$ cat config.mk
export PLATFORM = sky130hd
export DESIGN_NAME = hamc74_codec
export DESIGN_NICKNAME = d
export VERILOG_FILES = /design/src/rtl/hamc74_pkg.sv /design/src/rtl/hamc74_enc.sv /design/src/rtl/hamc74_dec.sv /design/src/rtl/hamc74_codec.sv
export SDC_FILE = /design/constraint.sdc
export NUM_CORES = 1
export LEC_CHECK = 0
export ABC_AREA = 0
export BUFFER_PORTS_ARGS = -buffer_cell sky130_fd_sc_hd__buf_2
export CAP_MARGIN = 20
export CORE_UTILIZATION = 30
export CTS_BUF_LIST = sky130_fd_sc_hd__clkbuf_8
export CTS_CLUSTER_SIZE = 10
export DETAILED_ROUTE_END_ITERATION = 8
export PLACE_DENSITY = 0.63
export SLEW_MARGIN = 20
export SYNTH_ARGS = -nofsm -noshare
export SYNTH_HDL_FRONTEND = slang
export SYNTH_SLANG_ARGS = --single-unit
$ cat constraint.sdc
create_clock -name clk -period 2.1 [get_ports clk]
set_input_delay 0.21 -clock clk [delete_from_list [all_inputs] [get_ports clk]]
set_output_delay 0.21 -clock clk [all_outputs]
set_load 0.01 [all_outputs]
$ cat src/rtl/hamc74_pkg.sv
package hamc74_pkg;

    localparam int DATA_W = 4;
    localparam int PAR_W  = 3;
    localparam int CW_W   = DATA_W + PAR_W;
    localparam int XW     = CW_W + 1;

    typedef logic [DATA_W-1:0] data_t;
    typedef logic [CW_W-1:0]   code_t;
    typedef logic [XW-1:0]     xcode_t;
    typedef logic [PAR_W-1:0]  syn_t;

    typedef struct packed {
        data_t data;
        logic  fixed;
        logic  dbl;
        syn_t  pos;
    } dec_res_t;

    function automatic logic is_pow2(input int p);
        return (p & (p - 1)) == 0;
    endfunction

    // scatter data bits, ascending, into non-power-of-two positions
    function automatic code_t ham_place(input data_t d);
        code_t c;
        int    k;
        c = '0;
        k = 0;
        for (int p = 1; p <= CW_W; p++) begin
            if (!is_pow2(p)) begin
                c[p-1] = d[k];
                k++;
            end
        end
        return c;
    endfunction

    function automatic data_t ham_extract(input code_t c);
        data_t d;
        int    k;
        d = '0;
        k = 0;
        for (int p = 1; p <= CW_W; p++) begin
            if (!is_pow2(p)) begin
                d[k] = c[p-1];
                k++;
            end
        end
        return d;
    endfunction

    function automatic syn_t ham_syndrome(input code_t c);
        syn_t s;
        s = '0;
        for (int j = 0; j < PAR_W; j++) begin
            for (int p = 1; p <= CW_W; p++) begin
                if (p[j]) s[j] = s[j] ^ c[p-1];
            end
        end
        return s;
    endfunction

    function automatic code_t ham_encode(input data_t d);
        code_t c;
        syn_t  s;
        c = ham_place(d);
        s = ham_syndrome(c);
        for (int j = 0; j < PAR_W; j++) begin
            c[(1 << j) - 1] = s[j];
        end
        return c;
    endfunction

endpackage

$ cat src/rtl/hamc74_enc.sv
module hamc74_enc
    import hamc74_pkg::*;
#(
    parameter bit SECDED = 1'b1
) (
    input  logic   clk,
    input  logic   rst,
    input  logic   in_valid,
    input  data_t  in_data,
    output logic   out_valid,
    output xcode_t out_code
);

    code_t cw;
    logic  ovr;

    always_comb cw = ham_encode(in_data);

    generate
        if (SECDED) begin : g_ovr
            assign ovr = ^cw;
        end else begin : g_no_ovr
            assign ovr = 1'b0;
        end
    endgenerate

    always_ff @(posedge clk) begin
        if (rst) begin
            out_valid <= 1'b0;
            out_code  <= '0;
        end else begin
            out_valid <= in_valid;
            if (in_valid) out_code <= {ovr, cw};
        end
    end

endmodule

$ cat src/rtl/hamc74_dec.sv
module hamc74_dec
    import hamc74_pkg::*;
#(
    parameter bit SECDED = 1'b1
) (
    input  logic     clk,
    input  logic     rst,
    input  logic     in_valid,
    input  xcode_t   in_code,
    output logic     out_valid,
    output dec_res_t out_res
);

    code_t    cw;
    syn_t     syn;
    code_t    mask;
    dec_res_t res;

    always_comb begin
        cw   = in_code[CW_W-1:0];
        syn  = ham_syndrome(cw);
        mask = (syn == '0) ? '0 : (code_t'(1) << (syn - syn_t'(1)));
    end

    generate
        if (SECDED) begin : g_secded
            logic ovf;
            assign ovf = ^in_code;
            always_comb begin
                res      = '0;
                res.data = ham_extract(cw);
                if (syn != '0 && !ovf) begin
                    res.dbl = 1'b1;
                end else if (syn != '0) begin
                    res.data  = ham_extract(cw ^ mask);
                    res.fixed = 1'b1;
                    res.pos   = syn;
                end else if (ovf) begin
                    res.fixed = 1'b1;
                end
            end
        end else begin : g_sec
            logic unused_top;
            assign unused_top = in_code[XW-1];
            always_comb begin
                res      = '0;
                res.data = ham_extract(cw ^ mask);
                if (syn != '0) begin
                    res.fixed = 1'b1;
                    res.pos   = syn;
                end
            end
        end
    endgenerate

    always_ff @(posedge clk) begin
        if (rst) begin
            out_valid <= 1'b0;
            out_res   <= '0;
        end else begin
            out_valid <= in_valid;
            if (in_valid) begin
                out_res <= res;
            end else begin
                out_res.fixed <= 1'b0;
                out_res.dbl   <= 1'b0;
                out_res.pos   <= '0;
            end
        end
    end

endmodule

$ cat src/rtl/hamc74_codec.sv
module hamc74_codec
    import hamc74_pkg::*;
#(
    parameter bit SECDED = 1'b1
) (
    input  logic              clk,
    input  logic              rst,
    input  logic              enc_valid_i,
    input  logic [DATA_W-1:0] enc_data_i,
    output logic              enc_valid_o,
    output logic [XW-1:0]     enc_code_o,
    input  logic              dec_valid_i,
    input  logic [XW-1:0]     dec_code_i,
    output logic              dec_valid_o,
    output logic [DATA_W-1:0] dec_data_o,
    output logic              dec_fixed_o,
    output logic              dec_double_o,
    output logic [PAR_W-1:0]  dec_pos_o
);

    dec_res_t dres;

    hamc74_enc #(.SECDED(SECDED)) u_enc (
        .clk       (clk),
        .rst       (rst),
        .in_valid  (enc_valid_i),
        .in_data   (enc_data_i),
        .out_valid (enc_valid_o),
        .out_code  (enc_code_o)
    );

    hamc74_dec #(.SECDED(SECDED)) u_dec (
        .clk       (clk),
        .rst       (rst),
        .in_valid  (dec_valid_i),
        .in_code   (dec_code_i),
        .out_valid (dec_valid_o),
        .out_res   (dres)
    );

    assign dec_data_o   = dres.data;
    assign dec_fixed_o  = dres.fixed;
    assign dec_double_o = dres.dbl;
    assign dec_pos_o    = dres.pos;

endmodule

After elaboration in Yosys (flattened, before gate mapping) --
Cells that the tools add are included.
Storage, ports and cells: register bits 19, latch bits 0, bits in writable memories 0, bits in read-only memories 0, logic and storage cells 74, memories 0
Operators by class: add/sub/neg operators 3, multiply operators 0, divide/modulo/power cells 0, $lt $le $gt $ge 6, equal/unequal tests 0, shift-type cells 1, muxes and demuxes 27, bitwise gates (word level) 18, reduce and logical (&&, ||, !) cells 12
Operator list (count):
- 32-bit two-way mux | 6
- 32-bit by 1-bit greater-or-equal comparator with 1-bit output, second input constant | 3
- 32-bit by 4-bit < comparator with 1-bit output, second input constant | 3
- 32-bit by 2-bit adder with 32-bit output, second input constant | 2
- 4-bit two-way mux | 5
- 1-bit bitwise XOR | 15
- 4-bit bitwise mux | 3
- 1-bit two-way mux | 8
- 8-bit XOR reduction | 1
- 7-bit two-way mux | 1
- 7-bit XOR reduction | 1
- 1-bit by 3-bit left shift with 7-bit output, first input constant | 1
- 7-bit bitwise XOR | 1
- 1-bit demux with 2-bit select | 3
- 5-bit two-way mux | 1
- 1-bit logical AND | 4
- 4-bit OR reduction | 1
- 3-bit zero test | 1
- 3-bit nonzero test | 1
- 3-bit OR reduction | 1
- 3-bit by 1-bit subtractor with 3-bit output, second input constant | 1
- 1-bit NOT | 2
- 2-bit OR reduction | 1
- 1-bit zero test | 1

Longest topological paths before layout --
word-level depth 19, depth in mapped cells 8

By module --
Synthesis repeated with hierarchy kept, for this count alone.
Unflattened totals: cells, all modules 85, area, all modules 923.4 µm²
Modules (own cells, without submodules):
- hamc74_dec | times used 1, cells each 53, area each 509.2 µm²
- hamc74_enc | times used 1, cells each 32, area each 414.1 µm²

Worst setup path before layout --
No wires, ideal clock.
path kind input to register, start input port dec_code_i[2], end register u_dec.out_res[6] (netlist bit), setup time 0.091 ns, arrival time 2.177 ns, required time 2.009 ns, setup slack -0.168 ns, stages on the path 7, buffers on the path 0, cell sequence xnor2_1 -> xnor2_1 -> and2_1 -> ha_1 -> or2_2 -> or4_1 -> a311oi_1
Between the ends: word-level cells in the longest chain between the ends 16, elaborated cells between the ends (all ways) 24, classes of those cells add/sub: 1; shift: 1; mux: 10; bitwise: 7; reduce/logical: 5
Ends and longest elaborated chain:
- start: declaration | line hamc74_codec.sv:13 | input logic [XW-1:0] dec_code_i,
- 1-bit bitwise XOR (3 in a row) | line hamc74_pkg.sv:58 | if (p[j]) s[j] = s[j] ^ c[p-1];
- 3-bit by 1-bit subtractor with 3-bit output | line hamc74_dec.sv:22 | mask = (syn == '0) ? '0 : (code_t'(1) << (syn - syn_t'(1)));
- 1-bit by 3-bit left shift with 7-bit output | line hamc74_dec.sv:22
- 7-bit two-way mux | line hamc74_dec.sv:22
- 7-bit bitwise XOR | line hamc74_dec.sv:35 | res.data = ham_extract(cw ^ mask);
- 4-bit bitwise mux | line hamc74_pkg.sv:46 | d[k] = c[p-1];
- 4-bit two-way mux | line hamc74_dec.sv:34 | end else if (syn != '0) begin
- 4-bit two-way mux | line hamc74_dec.sv:32 | if (syn != '0 && !ovf) begin
- 4-bit bitwise mux | line hamc74_pkg.sv:46
- 4-bit two-way mux | line hamc74_dec.sv:34
- 4-bit two-way mux | line hamc74_dec.sv:32
- 4-bit bitwise mux | line hamc74_pkg.sv:46
- 4-bit two-way mux | line hamc74_dec.sv:34
- 5-bit two-way mux (*) | line hamc74_dec.sv:32
- end signal: assignment | line hamc74_dec.sv:63 | out_res <= res;
- end: declaration | line hamc74_dec.sv:11 | output dec_res_t out_res
Every way passes the cells marked *; elsewhere a longest branch is shown, timed or not. The select of a mux whose other input is x is not followed. A chain may end at the register's enable or synchronous reset.

Worst setup path after layout --
start input port dec_code_i[6], end register u_dec.out_res[6] (netlist bit)
Between the ends: word-level cells in the longest chain between the ends 14, elaborated cells between the ends (all ways) 21, classes of those cells add/sub: 1; shift: 1; mux: 10; bitwise: 4; reduce/logical: 5
Ends and longest elaborated chain (line):
- 1-bit bitwise XOR | hamc74_pkg.sv:58
- 3-bit by 1-bit subtractor with 3-bit output | hamc74_dec.sv:22
- 1-bit by 3-bit left shift with 7-bit output | hamc74_dec.sv:22
- 7-bit two-way mux | hamc74_dec.sv:22
- 7-bit bitwise XOR | hamc74_dec.sv:35
- 4-bit bitwise mux | hamc74_pkg.sv:46
- 4-bit two-way mux | hamc74_dec.sv:34
- 4-bit two-way mux | hamc74_dec.sv:32
- 4-bit bitwise mux | hamc74_pkg.sv:46
- 4-bit two-way mux | hamc74_dec.sv:34
- 4-bit two-way mux | hamc74_dec.sv:32
- 4-bit bitwise mux | hamc74_pkg.sv:46
- 4-bit two-way mux | hamc74_dec.sv:34
- 5-bit two-way mux (*) | hamc74_dec.sv:32
Marked as above.

==> summary.md <==
| Metric | Value |
|---|---|
| Status | `complete, no violations` |
| Routed vias | `750` |
| Area fraction of the dominant cell type after synthesis | `0.429` |
| Post-route DRC violation count | `0` |
| Layout area overhead | `44.6%` |
| Distinct cell type count after synthesis | `24` |
| Clock skew | `0 ns` |
| Hold Vio Cnt, Final | `0` |
| Worst Path Max Fanout | `4` |
| Area of the multi-input gates | `554 µm²` |
| Slew at the pin closest to its max-slew limit | `~0.35 ns` |
| RSZ-0062 raised after global routing | `no` |
| Hold_buf cts | `0` |
| First-pass GRT wire length | `around 2.8 mm` |
| Total Neg Setup Slack | `0 ns` |
| Number of global-route vias before repair | `728` |
| Vias per cell | `between 4 and 5` |
| PortBufs | `34` |
| Drt wl/cell | `about 10 µm` |
| Synth Cell Area | `around 890 µm²` |
| Setup-failing EPs final | `0` |
| CP endpoint kind | `register` |
| Initial core utilization | `0.319` |
| Initial antenna violation count | `0` |
| Setup slack at placement | `-0.240 ns` |
| Crit Path Category | `input pin to register` |
| Tmin final | `between 1.5 and 2 ns` |
| Total power density per cell area | `roughly 750 nW/µm²` |
| Nets | `between 150 and 200` |
| Root Buffer Master | `clkbuf_8` |
| Clock latency on the worst-skew pair | `0.25 ns` |
| Row cnt | `19` |
| Dpl hpwl | `1.47 mm` |
| Hold Slack | `0.254 ns` |
| Pins Over Slew Limit | `0` |
| Total of max-cap violations | `0` |
| Syn Nets | `~110` |
| Max Buffers Root-to-Sink | `2` |
| Antenna diodes | `0` |
| Largest net degree at the start of global routing | `15` |
| Chip height | `56.4 µm` |
| Cts bufs inserted | `3` |
| Reg clk slew, reported paths | `roughly 0.070 ns` |
| Area post-placement | `1230 µm²` |
| Sequential share of the synthesized area | `0.429` |
| Max Fclk | `roughly 0.51 GHz` |
| Crit-path leading delay family | `simple AND/OR/NAND/NOR gates` |
| Crit-path max cell delay | `approximately 0.5 ns` |
| WP buf/inv | `1` |
| Setup WS post-layout | `about 0.13 ns` |
| Routed wire length | `about 1.7 mm` |
| CP cell instances | `buf_2 > xnor2_4 > xnor2_2 > and2_1 > ha_1 > or2_4 > or4_1 > a311oi_1` |
| Detail Route Antenna Nets | `0` |
| P_leak | `0.604 nW` |
| Total die area | `3180 µm²` |
| CP required | `around 2.3 ns` |
| Syn Inst Count | `between 80 and 90` |
| GRT Util Overall | `0.115` |
| CTS Sinks | `19` |
| Yosys top cell by area | `dfxtp_1` |
| Final period util | `0.939` |
| Filler Cell Count | `between 200 and 300` |
| CP max stage cell | `or4_1` |
| Max H-tree Level | `1` |
| CORE AREA | `2780 µm²` |
| WP data arrival | `around 2.1 ns` |
| Crit start category | `input pin` |
| Yosys reg bits | `19` |
| GPL Wtd Cong | `between 0.7 and 0.8` |
| Io pins | `35` |
| Worst relative slew slack | `0.764` |
| Peak supply drop | `approximately 410 µV` |
| Total gr overflow | `0` |
| Synthesized area per cell | `between 9 and 10 µm²` |
| TritonCTS clock tree | `done` |
| Number of DRC markers in iteration 0 | `8` |
| Finished Cell Area | `1280 µm²` |
| Layout cells sized above 1 | `0.419` |
| HP Class | `input pin to register` |
| Synth area leaders | `dfxtp_1 43%, xnor2_1 20%, mux2i_1 9.0%, nor2_1 5.9%, a211oi_1 2.5%` |
| Chip Width | `56.4 µm` |
| Drt first pass iters | `2` |
| Reg area | `380 µm²` |
| YS warnings | `0` |
==> state kept, by name, summed over array words and instances (netlist names) <==
name and cells:
u_dec.out_res 9, u_enc.out_valid 1, u_enc.out_code 8, u_dec.out_valid 1
==> timing repair <==
item                       4_1_cts  5_1_grt
gates resized for setup          0        1
setup endpoints to repair        0        1
setup buffers                    0        0
==> power by group <==
part           internal, mW  switching [mW]  total [mW]
Sequential            0.391          0.0112       0.402
Combinational         0.174           0.154       0.328
Clock                 0.130           0.109       0.238
Total                 0.694           0.274       0.968
==> layout by cell type (no fill, tap or decap), drive strengths merged <==
cell type,n
buf,46
xnor2,21
dfxtp,19
nor2,14
mux2i,8
a211oi,3
clkbuf,3
nor4,2
inv,2
nor2b,2
nand2b,2
nor3,2
and2,1
xor2,1
or2,1
and2b,1
nor3b,1
nor4b,1
nand3b,1
a21boi,1
o31ai,1
or4,1
a311oi,1
ha,1
==> worst register-to-register path: stages (launching register included) <==
cell and delay (ns):
dfxtp_1 0.34, nor2_1 0.05, a311oi_1 0.23
==> final timing paths <==
kind / slack (ns) / from / endpoint / depth (start not counted)
setup / recovery: 0.13 / dec_code_i[6] / u_dec.out_res[6]$_SDFFE_PP0P_ / 8
hold / removal: 0.25 / dec_valid_i / u_dec.out_res[7]$_SDFFE_PP0P_ / 2
setup reg to reg: 1.39 / u_dec.out_res[6]$_SDFFE_PP0P_ / u_dec.out_res[6]$_SDFFE_PP0P_ / 2
hold reg to reg: 0.48 / u_dec.out_res[5]$_SDFFE_PP0P_ / u_dec.out_res[5]$_SDFFE_PP0P_ / 2
==> cell type report <==
cell class,count,share of cell area
Multi-Input combinational cell,66,0.432
Sequential cell,19,0.297
Timing Repair Buffer,46,0.203
Clock buffer,3,0.0322
Tap cell,31,0.0302
Clock inverter,1,0.00293
Inverter,1,0.00293
==> synth_stat cells <==
master and number:
clkbuf_1 3, dfxtp_1 19, nor4_1 2, a21boi_0 1, xnor2_2 1, a311oi_1 1, xnor2_1 20, a211oi_1 3
nor2_1 14, nand2b_1 2, nor4b_1 1, nor3_1 2, nand3b_1 1, or4_1 1, nor2b_1 2, and2b_2 1
xor2_1 1, mux2i_1 8, nor3b_1 1, o31ai_1 1, or2_2 1, and2_1 1, ha_1 1, inv_1 1
==> metrics by stage <==
step                 util  cells  power (mW)
floorplan               -     89       0.606
global placement    0.444    163       0.724
detailed placement  0.444    163       0.735
CTS                 0.460    167       0.976
global route        0.461    167        1.03
finish              0.461    167       0.968
==> cells by family (layout without fill, tap and decap cells) <==
family | after synthesis | after routing | share of synthesized area
muxes | 8 | 8 | 0.0903
DFF | 19 | 19 | 0.429
AOI/OAI and AO/OA | 6 | 6 | 0.0522
xor gates and xnor gates | 22 | 22 | 0.226
buffers and inverters | 4 | 51 | 0.0169
adders and majority gates | 1 | 1 | 0.0141
and+or+nand+nor | 29 | 29 | 0.172
==> layer usage <==
metal | part of all wire | track usage
met2 | 0.50 | 0.206
met5 | 0 | 0
met1 | 0.43 | 0.123
met3 | 0.057 | 0.0300
met4 | 0.0082 | 0.0627
No activity file was read; power rests on OpenSTA's default activity.
